$ cat src/rtl/usec_timer_pkg.sv
package usec_timer_pkg;
  localparam int unsigned ADDR_W = 2;

  typedef enum logic [ADDR_W-1:0] {
    ADR_PRELOAD = 2'd0,
    ADR_RUN     = 2'd1,
    ADR_ACK     = 2'd2,
    ADR_SPARE   = 2'd3
  } reg_addr_e;
endpackage

$ cat src/rtl/uit_prescaler.sv
module uit_prescaler #(
  parameter int unsigned PRESCALE = 4
) (
  input  logic clk,
  input  logic rst_n,
  input  logic run,
  output logic tick
);
  localparam int unsigned PW = (PRESCALE > 1) ? $clog2(PRESCALE) : 1;
  localparam logic [PW-1:0] LAST = PW'(PRESCALE - 1);

  logic [PW-1:0] phase_q, phase_d;

  always_comb begin
    tick    = run && (phase_q == LAST);
    phase_d = phase_q;
    if (!run) begin
      phase_d = '0;
    end else if (phase_q == LAST) begin
      phase_d = '0;
    end else begin
      phase_d = phase_q + 1'b1;
    end
  end

  always_ff @(posedge clk or negedge rst_n) begin
    if (!rst_n) begin
      phase_q <= '0;
    end else begin
      phase_q <= phase_d;
    end
  end
endmodule

$ cat src/rtl/uit_regs.sv
module uit_regs
  import usec_timer_pkg::*;
#(
  parameter int unsigned DATA_W = 8
) (
  input  logic              clk,
  input  logic              rst_n,
  input  logic              wr_en,
  input  logic [ADDR_W-1:0] wr_addr,
  input  logic [DATA_W-1:0] wr_data,
  output logic [DATA_W-1:0] preload_q,
  output logic              run_q,
  output logic              preload_wr,
  output logic              ack_wr
);
  reg_addr_e   sel;
  logic [DATA_W-1:0] preload_d;
  logic        run_d;
  logic        run_wr;

  always_comb begin
    sel        = reg_addr_e'(wr_addr);
    preload_wr = wr_en && (sel == ADR_PRELOAD);
    run_wr     = wr_en && (sel == ADR_RUN);
    ack_wr     = wr_en && (sel == ADR_ACK) && wr_data[0];
    preload_d  = preload_wr ? wr_data : preload_q;
    run_d      = run_wr ? wr_data[0] : run_q;
  end

  always_ff @(posedge clk or negedge rst_n) begin
    if (!rst_n) begin
      preload_q <= '0;
      run_q     <= 1'b0;
    end else begin
      preload_q <= preload_d;
      run_q     <= run_d;
    end
  end
endmodule

$ cat src/rtl/uit_downcount.sv
module uit_downcount #(
  parameter int unsigned DATA_W = 8
) (
  input  logic              clk,
  input  logic              rst_n,
  input  logic              tick,
  input  logic              load_en,
  input  logic [DATA_W-1:0] load_val,
  input  logic [DATA_W-1:0] preload,
  output logic [DATA_W-1:0] cnt_q,
  output logic              wrap
);
  localparam logic [DATA_W-1:0] ONE = DATA_W'(1);

  logic [DATA_W-1:0] cnt_d;

  always_comb begin
    wrap  = tick && (cnt_q == ONE);
    cnt_d = cnt_q;
    if (load_en) begin
      cnt_d = load_val;
    end else if (wrap) begin
      cnt_d = preload;
    end else if (tick) begin
      cnt_d = cnt_q - 1'b1;
    end
  end

  always_ff @(posedge clk or negedge rst_n) begin
    if (!rst_n) begin
      cnt_q <= '0;
    end else begin
      cnt_q <= cnt_d;
    end
  end
endmodule

$ cat src/rtl/uit_irq_flag.sv
module uit_irq_flag (
  input  logic clk,
  input  logic rst_n,
  input  logic set,
  input  logic clr,
  output logic flag_q
);
  logic flag_d;

  always_comb begin
    flag_d = flag_q;
    if (set) begin
      flag_d = 1'b1;
    end else if (clr) begin
      flag_d = 1'b0;
    end
  end

  always_ff @(posedge clk or negedge rst_n) begin
    if (!rst_n) begin
      flag_q <= 1'b0;
    end else begin
      flag_q <= flag_d;
    end
  end
endmodule

$ cat src/rtl/usec_timer.sv
module usec_timer
  import usec_timer_pkg::*;
#(
  parameter int unsigned DATA_W   = 8,
  parameter int unsigned PRESCALE = 4,
  parameter bit          DBG_EN   = 1'b1
) (
  input  logic              clk,
  input  logic              rst_n,
  input  logic              wr_en,
  input  logic [ADDR_W-1:0] wr_addr,
  input  logic [DATA_W-1:0] wr_data,
  output logic              irq,
  output logic [DATA_W-1:0] count_dbg
);
  logic [1:0]        rst_sync_q;
  logic              rst_q_n;
  logic [DATA_W-1:0] preload_q;
  logic              run_q;
  logic              preload_wr;
  logic              ack_wr;
  logic              tick;
  logic              wrap;
  logic              load_en;
  logic [DATA_W-1:0] cnt_q;

  always_ff @(posedge clk or negedge rst_n) begin
    if (!rst_n) begin
      rst_sync_q <= 2'b00;
    end else begin
      rst_sync_q <= {rst_sync_q[0], 1'b1};
    end
  end
  assign rst_q_n = rst_sync_q[1];

  uit_regs #(.DATA_W(DATA_W)) u_regs (
    .clk        (clk),
    .rst_n      (rst_q_n),
    .wr_en      (wr_en),
    .wr_addr    (wr_addr),
    .wr_data    (wr_data),
    .preload_q  (preload_q),
    .run_q      (run_q),
    .preload_wr (preload_wr),
    .ack_wr     (ack_wr)
  );

  uit_prescaler #(.PRESCALE(PRESCALE)) u_pre (
    .clk   (clk),
    .rst_n (rst_q_n),
    .run   (run_q),
    .tick  (tick)
  );

  assign load_en = preload_wr && !run_q;

  uit_downcount #(.DATA_W(DATA_W)) u_cnt (
    .clk      (clk),
    .rst_n    (rst_q_n),
    .tick     (tick),
    .load_en  (load_en),
    .load_val (wr_data),
    .preload  (preload_q),
    .cnt_q    (cnt_q),
    .wrap     (wrap)
  );

  uit_irq_flag u_flag (
    .clk    (clk),
    .rst_n  (rst_q_n),
    .set    (wrap),
    .clr    (ack_wr),
    .flag_q (irq)
  );

  generate
    if (DBG_EN) begin : g_dbg
      assign count_dbg = cnt_q;
    end else begin : g_nodbg
      assign count_dbg = '0;
    end
  endgenerate
endmodule

$ cat config.mk
export PLATFORM = sky130hd
export DESIGN_NAME = usec_timer
export DESIGN_NICKNAME = d
export VERILOG_FILES = /design/src/rtl/usec_timer_pkg.sv /design/src/rtl/uit_prescaler.sv /design/src/rtl/uit_regs.sv /design/src/rtl/uit_downcount.sv /design/src/rtl/uit_irq_flag.sv /design/src/rtl/usec_timer.sv
export SDC_FILE = /design/constraint.sdc
export NUM_CORES = 1
export LEC_CHECK = 0
export BUFFER_PORTS_ARGS = -buffer_cell sky130_fd_sc_hd__clkbuf_2
export CAP_MARGIN = 20
export CORE_MARGIN = 2
export CORE_UTILIZATION = 57
export CTS_CLUSTER_SIZE = 25
export DETAILED_ROUTE_END_ITERATION = 6
export PLACE_DENSITY = 0.87
export SLEW_MARGIN = 0
export SYNTH_ARGS = -nofsm -noshare
export SYNTH_HDL_FRONTEND = slang
export SYNTH_SLANG_ARGS = --single-unit
$ cat constraint.sdc
create_clock -name clk -period 2.55 [get_ports clk]
set_clock_uncertainty 0.15 [all_clocks]
set_input_delay 0 -clock clk [delete_from_list [all_inputs] [get_ports clk]]
set_output_delay 0 -clock clk [all_outputs]
set_load 0.03 [all_outputs]
==> results.toml, run 1 <==
[yosys]
synth-edff-count = 0
synth_cells = 108
synth_top_area_cell = "dfrtp_1"
synth_fp_nets = 124
synth.top_cell.area_share_pct = 47.4
avgSynthCellArea_um2 = 10.8
synthSimpleGateAreaFrac_pct = 16.4
synth.distinct_cells = 35
synth_top_family_by_area = "simple AND/OR/NAND/NOR gates"
yosysWarnings = 0
synth_fa_ha_area_share_pct = 3.23
ys_top_cells_by_area = "dfrtp_1, mux2i_1, mux2_2, o21ai_0, ha_1"
synthArstFlopShare_pct = 100
synth_compound_area_share_pct = 14.0
synth-seq-area-share_pct = 47.4
ys_ff_latch = 22
synth_mux_area_share_pct = 13.7
netlist_area_um2 = 1160
synth_xor_area_share_pct = 1.51
synthFlopType = "dfrtp_1"

[final_layout]
final_util_pct = 75.6
drive_gt1_share_pct = 27.8
area_delta_synth_final_pct = 26.3
final_common_cell = "dfrtp_1"
diodes = 0
fin_nets = 161
final_cell_mix = "dfrtp_1, clkbuf_2, dlygate4sd3_1"

[floorplanning]
fp.dieW_um = 49.2
die-area_um2 = 2420
fp-row-count = 16
die_height_um = 49.2
core_um2 = 1940
initial_core_util_pct = 59.9
io_pins = 22

[routing]
remaining_drc_errors = 0
viasPerCell = 5.84
routedWlPerCell_um = 16.2
ant_nets = 0
num_vias = 999
drt_pre_antenna_iters = 4
first_iter_violations = 20
wl_um = 2760

[sta]
min_period_ps = 2380
setup_viol = 0
rsz0062_at_grt = "no"
worst_slew_pin_slew_ps = 812
finalCritPeriodShare_pct = 93.3
maxSlewHeadroom_pct = 45.8
slew_viol_final = 0
finalHoldViolCount = 0
fin_tns_setup_ps = 0
setup_slack_ps = 170
fmax_mhz = 420

[global_routing]
grt_overflow = 0
antenna_found_initial = 0
grt_pass1_wl_um = 4800
grt_use_total_pct = 26.4
grt_pass1_vias = 985
grt_max_degree = 21

[setup_path]
start_kind = "register"
r2r_cells = 6
end_kind = "register"
worstPathMaxFanout = 9
crit_type = "reg -> reg"
rrSetupSlack_ps = 170
r2r-end = "u_cnt.cnt_q[0]"
worstSetupPathDepth = 6
rr_startpoint = "u_cnt.cnt_q[1]"
crit_path_max_incr_delay_ps = 510
worst_path_max_delay_cell = "or3_1"
cp.required_ps = 2630
crit_family = "simple AND/OR/NAND/NOR gates"
cp.arrival_ps = 2460
cp_cell_sequence = "inv_1 -> ha_1 -> or2b_2 -> or3_1 -> and2_4 -> o311ai_2"
path_buf_inv = 1

[placement]
gp_congestion = 0.878
detailed_place_hpwl_um = 1670
io_buffers = 21
pre_cts_ws_ps = 251

[clock_tree]
clock_sinks = 22
cts_tree = "done"
clk_pin_slew_ps = 130
clock_latency_ps = 330
clockBufferDepth = 2
postCtsSetupRepairBufs = 0
numCtsBuffers = 3
clockRootBuffer = "clkbuf_4"
cts-htree-levels = 1

[power]
ir_drop_uv = 640
power.density_nw_per_um2 = 1010
p_leak_nw = 0.686

[run]
drv_cap = 0

[hold_path]
hp-class = "reg -> async"

[status]
status = "finished clean"
state kept, by name, indices dropped and copies added, names as in the netlist:
register          flops
u_regs.preload_q      8
u_flag.flag_q         1
u_cnt.cnt_q           8
u_regs.run_q          1
u_pre.phase_q         2
rst_sync_q            2
worst max path at each step:
stage / start / to / slack [ps]
after CTS: u_cnt.cnt_q[1] / u_cnt.cnt_q[0] / 220
after global routing: u_cnt.cnt_q[1] / u_cnt.cnt_q[0] / 80
final: u_cnt.cnt_q[1] / u_cnt.cnt_q[0] / 170
after detailed placement: u_cnt.cnt_q[1] / u_cnt.cnt_q[0] / 250
after global placement: u_cnt.cnt_q[2] / u_cnt.cnt_q[0] / 370
after floorplan: u_cnt.cnt_q[2] / u_cnt.cnt_q[0] / 340
synth_stat cells (3+ instances only):
master	number
mux2_2	7
o221ai_1	3
and2_1	3
inv_1	5
or3_1	3
o21ai_0	9
dfrtp_1	22
nor2_1	4
mux2i_1	8
nand2_1	10
ha_1	3
per-stage QoR:
step / power, mW / std cells / hold WS (ps) / instance area (um2)
2_1_floorplan: 1.07 / 108 / -446 / 1160
3_3_place_gp: 1.20 / 153 / -364 / 1290
3_5_place_dp: 1.24 / 153 / -364 / 1290
4_1_cts: 1.45 / 171 / 218 / 1470
5_1_grt: 1.57 / 171 / 237 / 1470
6_report: 1.48 / 171 / 196 / 1470
layout make-up:
class                           instances  area, um2
Inverter                                5       18.8
Timing Repair Buffer                   36        253
Tap cell                               27       33.8
Sequential cell                        22        551
Clock buffer                            4       36.3
Multi-Input combinational cell         77        576
Fill cell                             127        474
kinds of logic (layout without fill, tap and decap cells):
logic type / Yosys count / after routing
AO/OA/AOI/OAI: 23 / 23
XOR/XNOR: 2 / 2
adder cells (fa/ha/maj): 3 / 3
buffers and inverters: 9 / 45
flip-flops: 22 / 22
multiplexers: 15 / 15
other: 1 / 1
AND/OR/NAND/NOR: 33 / 33
per-layer routing:
| layer | vias to the layer above | global-route usage (%) | share of wire (%) |
|---|---|---|---|
| met1 | 490 | 34.4 | 41 |
| met4 | 0 | 12.4 | 1.6 |
| li1 | 459 | - | - |
| met2 | 45 | 42.6 | 52 |
| met3 | 5 | 4.91 | 5.8 |
| met5 | - | 0 | 0 |
what timing repair did:
action,in CTS,in global routing
endpoints found under the setup margin,0,0
hold endpoints to repair,20,0
hold buffers,14,0
resized for setup,0,0
power by group:
group	switching [mW]	total [mW]	internal, mW
clock	0.112	0.200	0.0875
sequential	0.131	0.578	0.447
combinational	0.388	0.700	0.312
Note: power is estimated with default switching activity, not from simulation.
==> run 2, diff against run 1 <==
- CORE_UTILIZATION: 57 -> 55
- PLACE_DENSITY: 0.87 -> 0.84
- REMOVE_ABC_BUFFERS: default -> 1
==> run 2 against run 1 <==
Count of clock-buffer cells in the layout shrank 1. Critical path depth unchanged. Routed wire length is 6.5% lower. Clock power rose by 33%. Flip-flop and latch count is the same. Core utilization is 0.71 points lower. Register-to-register slack gained 40 ps. Sequential share of layout area fell by 0.41 points. Highest routed layer unchanged. Fmax is 1.9% higher. Setup slack improved by 45 ps. Non-clock buffer count stayed put.
==> results.toml, run 2 (same netlist as run 1, synthesis figures left out) <==
[clock_tree]
clockBufferDepth = 2
numCtsBuffers = 3
cts-htree-levels = 1
clk_pin_slew_ps = 120
clock_latency_ps = 310
cts-resized-gates = 0
clockRootBuffer = "clkbuf_4"
cts_tree = "done"
postCtsSetupRepairBufs = 0
clock_sinks = 22

[final_layout]
area_delta_synth_final_pct = 27.7
top_regs = "u_cnt.cnt_q: 8 flops, u_regs.preload_q: 8 flops"
fin_area_um2 = 1480
final_cell_mix = "dfrtp_1, clkbuf_2, dlygate4sd3_1"
drive_gt1_share_pct = 27.8
fin_nets = 161
final_util_pct = 74.9
multi_input_area_um2 = 576
fillerInstances = 127
regArea_um2 = 551
diodes = 0
final_common_cell = "dfrtp_1"

[global_routing]
grt_max_degree = 21
grt_pass1_vias = 1032
grt_overflow = 0
antenna_found_initial = 0
grt_pass1_wl_um = 4690
grt_use_total_pct = 24.5

[routing]
num_vias = 959
drt_pre_antenna_iters = 4
routedWlPerCell_um = 15.1
first_iter_violations = 18
remaining_drc_errors = 0
viasPerCell = 5.61
ant_nets = 0
wl_um = 2580

[sta]
fmax_mhz = 428
setup_viol = 0
fin_tns_setup_ps = 0
rsz0062_at_grt = "no"
min_period_ps = 2340
worst_slew_pin_slew_ps = 800
maxSlewHeadroom_pct = 46.6
slew_viol_final = 0
finalCritPeriodShare_pct = 91.6
finalHoldViolCount = 0

[power]
power.density_nw_per_um2 = 1040
p_total_mw = 1.54
ir_drop_uv = 722
p_leak_nw = 0.693

[placement]
dpl_cell_area_um2 = 1290
gp_congestion = 0.825
io_buffers = 21
detailed_place_hpwl_um = 1720

[floorplanning]
fp.dieW_um = 50.0
core_um2 = 1980
die-area_um2 = 2500
io_pins = 22
die_height_um = 50.0
initial_core_util_pct = 58.6
fp-row-count = 16

[run]
drv_cap = 0

[setup_path]
crit_type = "reg -> reg"
cp.required_ps = 2620
cp_cell_sequence = "inv_1 -> ha_1 -> or2b_2 -> or3_1 -> and2_4 -> o311ai_2"
worst_path_max_delay_cell = "or3_1"
crit_path_max_incr_delay_ps = 500
cp.arrival_ps = 2410
crit_family = "simple AND/OR/NAND/NOR gates"
worstPathMaxFanout = 9
path_buf_inv = 1
end_kind = "register"
start_kind = "register"

[status]
status = "finished clean"

[hold_path]
hp-class = "reg -> async"
run 2: layer usage:
layer  vias to the layer above  GRT usage, %  part of all wire (%)  routed length [um]
met5                         -             0                     0                   0
met4                         0          5.09                   1.5                  39
met3                         6          6.36                   5.1                 131
met2                        25          42.9                    50                1300
met1                       467          30.4                    43                1110
li1                        461             -                     -                   -
run 2: final timing paths:
path | from | to | slack (ps) | depth (start not counted)
setup / recovery | u_cnt.cnt_q[1] | u_cnt.cnt_q[0] | 210 | 6
hold / removal | rst_sync_q[1] | u_regs.run_q | 190 | 0
setup reg to reg | u_cnt.cnt_q[1] | u_cnt.cnt_q[0] | 210 | 6
hold reg to reg | rst_sync_q[1] | u_regs.run_q | 190 | 0
max in group asynchronous | rst_sync_q[1] | u_regs.preload_q[5] | 1560 | 0
min in group clk | rst_sync_q[0] | rst_sync_q[1] | 220 | 0
run 2: final cells by class:
cell class	instances	area share, %
tap	27	2.28
clock buffer	3	1.52
sequential	22	37.1
inverter	5	1.26
multi-input combinational	77	38.8
timing repair buffer	36	17.0
clock inverter	1	2.02
run 2: stage by stage:
| stage | hold WS (ps) | setup slack [ps] | instances |
|---|---|---|---|
| after floorplan | -446 | 301 | 104 |
| after CTS | 223 | 239 | 171 |
| final | 189 | 214 | 171 |
| after global placement | -364 | 367 | 153 |
| after detailed placement | -362 | 281 | 153 |
| after global routing | 247 | 50.1 | 171 |
run 2: power by group:
group / switching [mW] / internal [mW]
registers: 0.131 / 0.447
logic: 0.385 / 0.310
clock network: 0.108 / 0.159
run 2: what timing repair did:
| action | 4_1_cts | 5_1_grt |
|---|---|---|
| endpoints found under the hold margin | 20 | 0 |
| hold buffers | 14 | 0 |
| endpoints found under the setup margin | 0 | 0 |
run 2: worst register-to-register path, stage by stage (launching register included):
cell      delay [ps]
dfrtp_1          470
inv_1            150
ha_1             210
or2b_2           340
or3_1            500
and2_4           240
o311ai_2         190
==> run 3, diff against run 2 <==
==> constraint.sdc (replaced) <==
create_clock -name clk -period 2.55 [get_ports clk]
set_clock_uncertainty 0.15 [all_clocks]
set_input_delay 0.51 -clock clk [delete_from_list [all_inputs] [get_ports clk]]
set_output_delay 0.51 -clock clk [all_outputs]
set_load 0.03 [all_outputs]
==> run 3 against run 2 <==
Fmax is 0.82% higher. Sequential share of layout area grew 4.1 points. Clock power shrank 27%. Sequential power hardly changed. Non-clock buffer count down 13. Core utilization decreased by 7.4 points. Flip-flop and latch count unchanged.
==> results.toml, run 3 (same netlist as run 1, synthesis figures left out) <==
[status]
status = "finished clean"

[final_layout]
area_delta_synth_final_pct = 15.1
top_regs = "u_cnt.cnt_q: 8 flops, u_regs.preload_q: 8 flops"
fin_nets = 148
final_common_cell = "dfrtp_1"
layout.cells.non_filler = 158
final_cell_mix = "dfrtp_1, clkbuf_2, nand2_1"
drive_gt1_share_pct = 30.5
diodes = 0
final_util_pct = 67.5

[sta]
worst_slew_pin_slew_ps = 807
whs_ps = 195
maxSlewHeadroom_pct = 46.2
rsz0062_at_grt = "no"
finalHoldViolCount = 0
min_period_ps = 2320
fmax_mhz = 432
slew_viol_final = 0
setup_viol = 0
fin_tns_setup_ps = 0
finalCritPeriodShare_pct = 90.8

[floorplanning]
fp-row-count = 16
die_height_um = 50.0
initial_core_util_pct = 58.6
fp.dieW_um = 50.0
die-area_um2 = 2500
core_um2 = 1980
io_pins = 22

[global_routing]
grt_use_total_pct = 22.1
grt_pass1_vias = 907
antenna_found_initial = 0
grt_pass1_wl_um = 4270
grt_max_degree = 21
grt_overflow = 0

[hold_path]
hp-class = "reg -> async"

[placement]
detailed_place_hpwl_um = 1730
gp_congestion = 0.831
io_buffers = 21
dp_cells = 153

[routing]
first_iter_violations = 16
remaining_drc_errors = 0
drt_pre_antenna_iters = 4
viasPerCell = 5.89
wl_um = 2390
num_vias = 931
routedWlPerCell_um = 15.2
ant_nets = 0

[setup_path]
worst_path_max_delay_cell = "or3_1"
cp_cell_sequence = "inv_1 -> ha_1 -> or2b_2 -> or3_1 -> and2_4 -> o311ai_2"
start_kind = "register"
r2r-end = "u_cnt.cnt_q[0]"
worstPathMaxFanout = 9
end_kind = "register"
rrSetupSlack_ps = 230
cp.required_ps = 2620
crit_path_max_incr_delay_ps = 500
cp.arrival_ps = 2390
rr_startpoint = "u_cnt.cnt_q[1]"
r2r_cells = 6
crit_type = "reg -> reg"

[clock_tree]
cts-htree-levels = 1
postCtsSetupRepairBufs = 0
clock_sinks = 22
clock_latency_ps = 300
clockBufferDepth = 2
clk_pin_slew_ps = 120
clockRootBuffer = "clkbuf_4"
cts_tree = "done"
cts-resized-gates = 0
cts_hold_buffers = 1
numCtsBuffers = 3

[power]
p_total_mw = 1.44
ir_drop_uv = 498
power.density_nw_per_um2 = 1070
p_leak_nw = 0.632

[run]
drv_cap = 0
## run 3: cell types whose count changed in the layout (fill, tap and decap cells not counted)
cell           previous run  this run
dlygate4sd3_1            14         1
clkbuf_8                  0         1
bufinv_16                 1         0
## run 3: metal layers
metal  wire length (um)  GRT usage, %  up-vias
met5                  0             0        -
met4                 38          5.56        0
met3                 85          3.03        6
met2               1200          39.1       27
met1               1070          28.2      462
li1                   -             -      436
## run 3: worst max-delay path, delay by kind of cell, from the launching register on
family | cells | cell delay [ps]
buffers and inverters | 1 | 150
and+or+nand+nor | 3 | 1070
DFF | 1 | 460
AOI/OAI and AO/OA | 1 | 190
adders and majority gates | 1 | 210
## run 3: where the power goes
part           total, mW  leakage [nW]  internal, mW  switching [mW]
Sequential         0.578         0.269         0.447           0.131
Combinational      0.664         0.341         0.294           0.371
Clock              0.194        0.0210        0.0870           0.107
## run 3: worst max path at each step
| stage | startpoint | end | cells past startpoint | slack [ps] |
|---|---|---|---|---|
| 5_1_grt | u_cnt.cnt_q[1] | u_cnt.cnt_q[0] | 6 | 130 |
| 3_3_place_gp | u_cnt.cnt_q[2] | u_cnt.cnt_q[0] | 4 | 370 |
| 3_5_place_dp | u_cnt.cnt_q[1] | u_cnt.cnt_q[0] | 6 | 280 |
| 2_1_floorplan | wr_addr[1] | u_cnt.cnt_q[6] | 4 | 50 |
| 6_report | u_cnt.cnt_q[1] | u_cnt.cnt_q[0] | 6 | 230 |
| 4_1_cts | u_cnt.cnt_q[1] | u_cnt.cnt_q[0] | 6 | 250 |
## run 3: layout make-up
cell class / count / area (um2)
clock buffers: 4 / 36.3
fillers: 156 / 644
inverters: 5 / 18.8
multi-input cells: 77 / 576
flip-flops and latches: 22 / 551
well taps: 27 / 33.8
repair buffers: 23 / 123
## run 3: through the flow
step	area [um2]	setup WS, ps
after global routing	1340	129
after detailed placement	1290	280
after global placement	1290	368
final	1340	233
after CTS	1340	246
after floorplan	1140	46.6
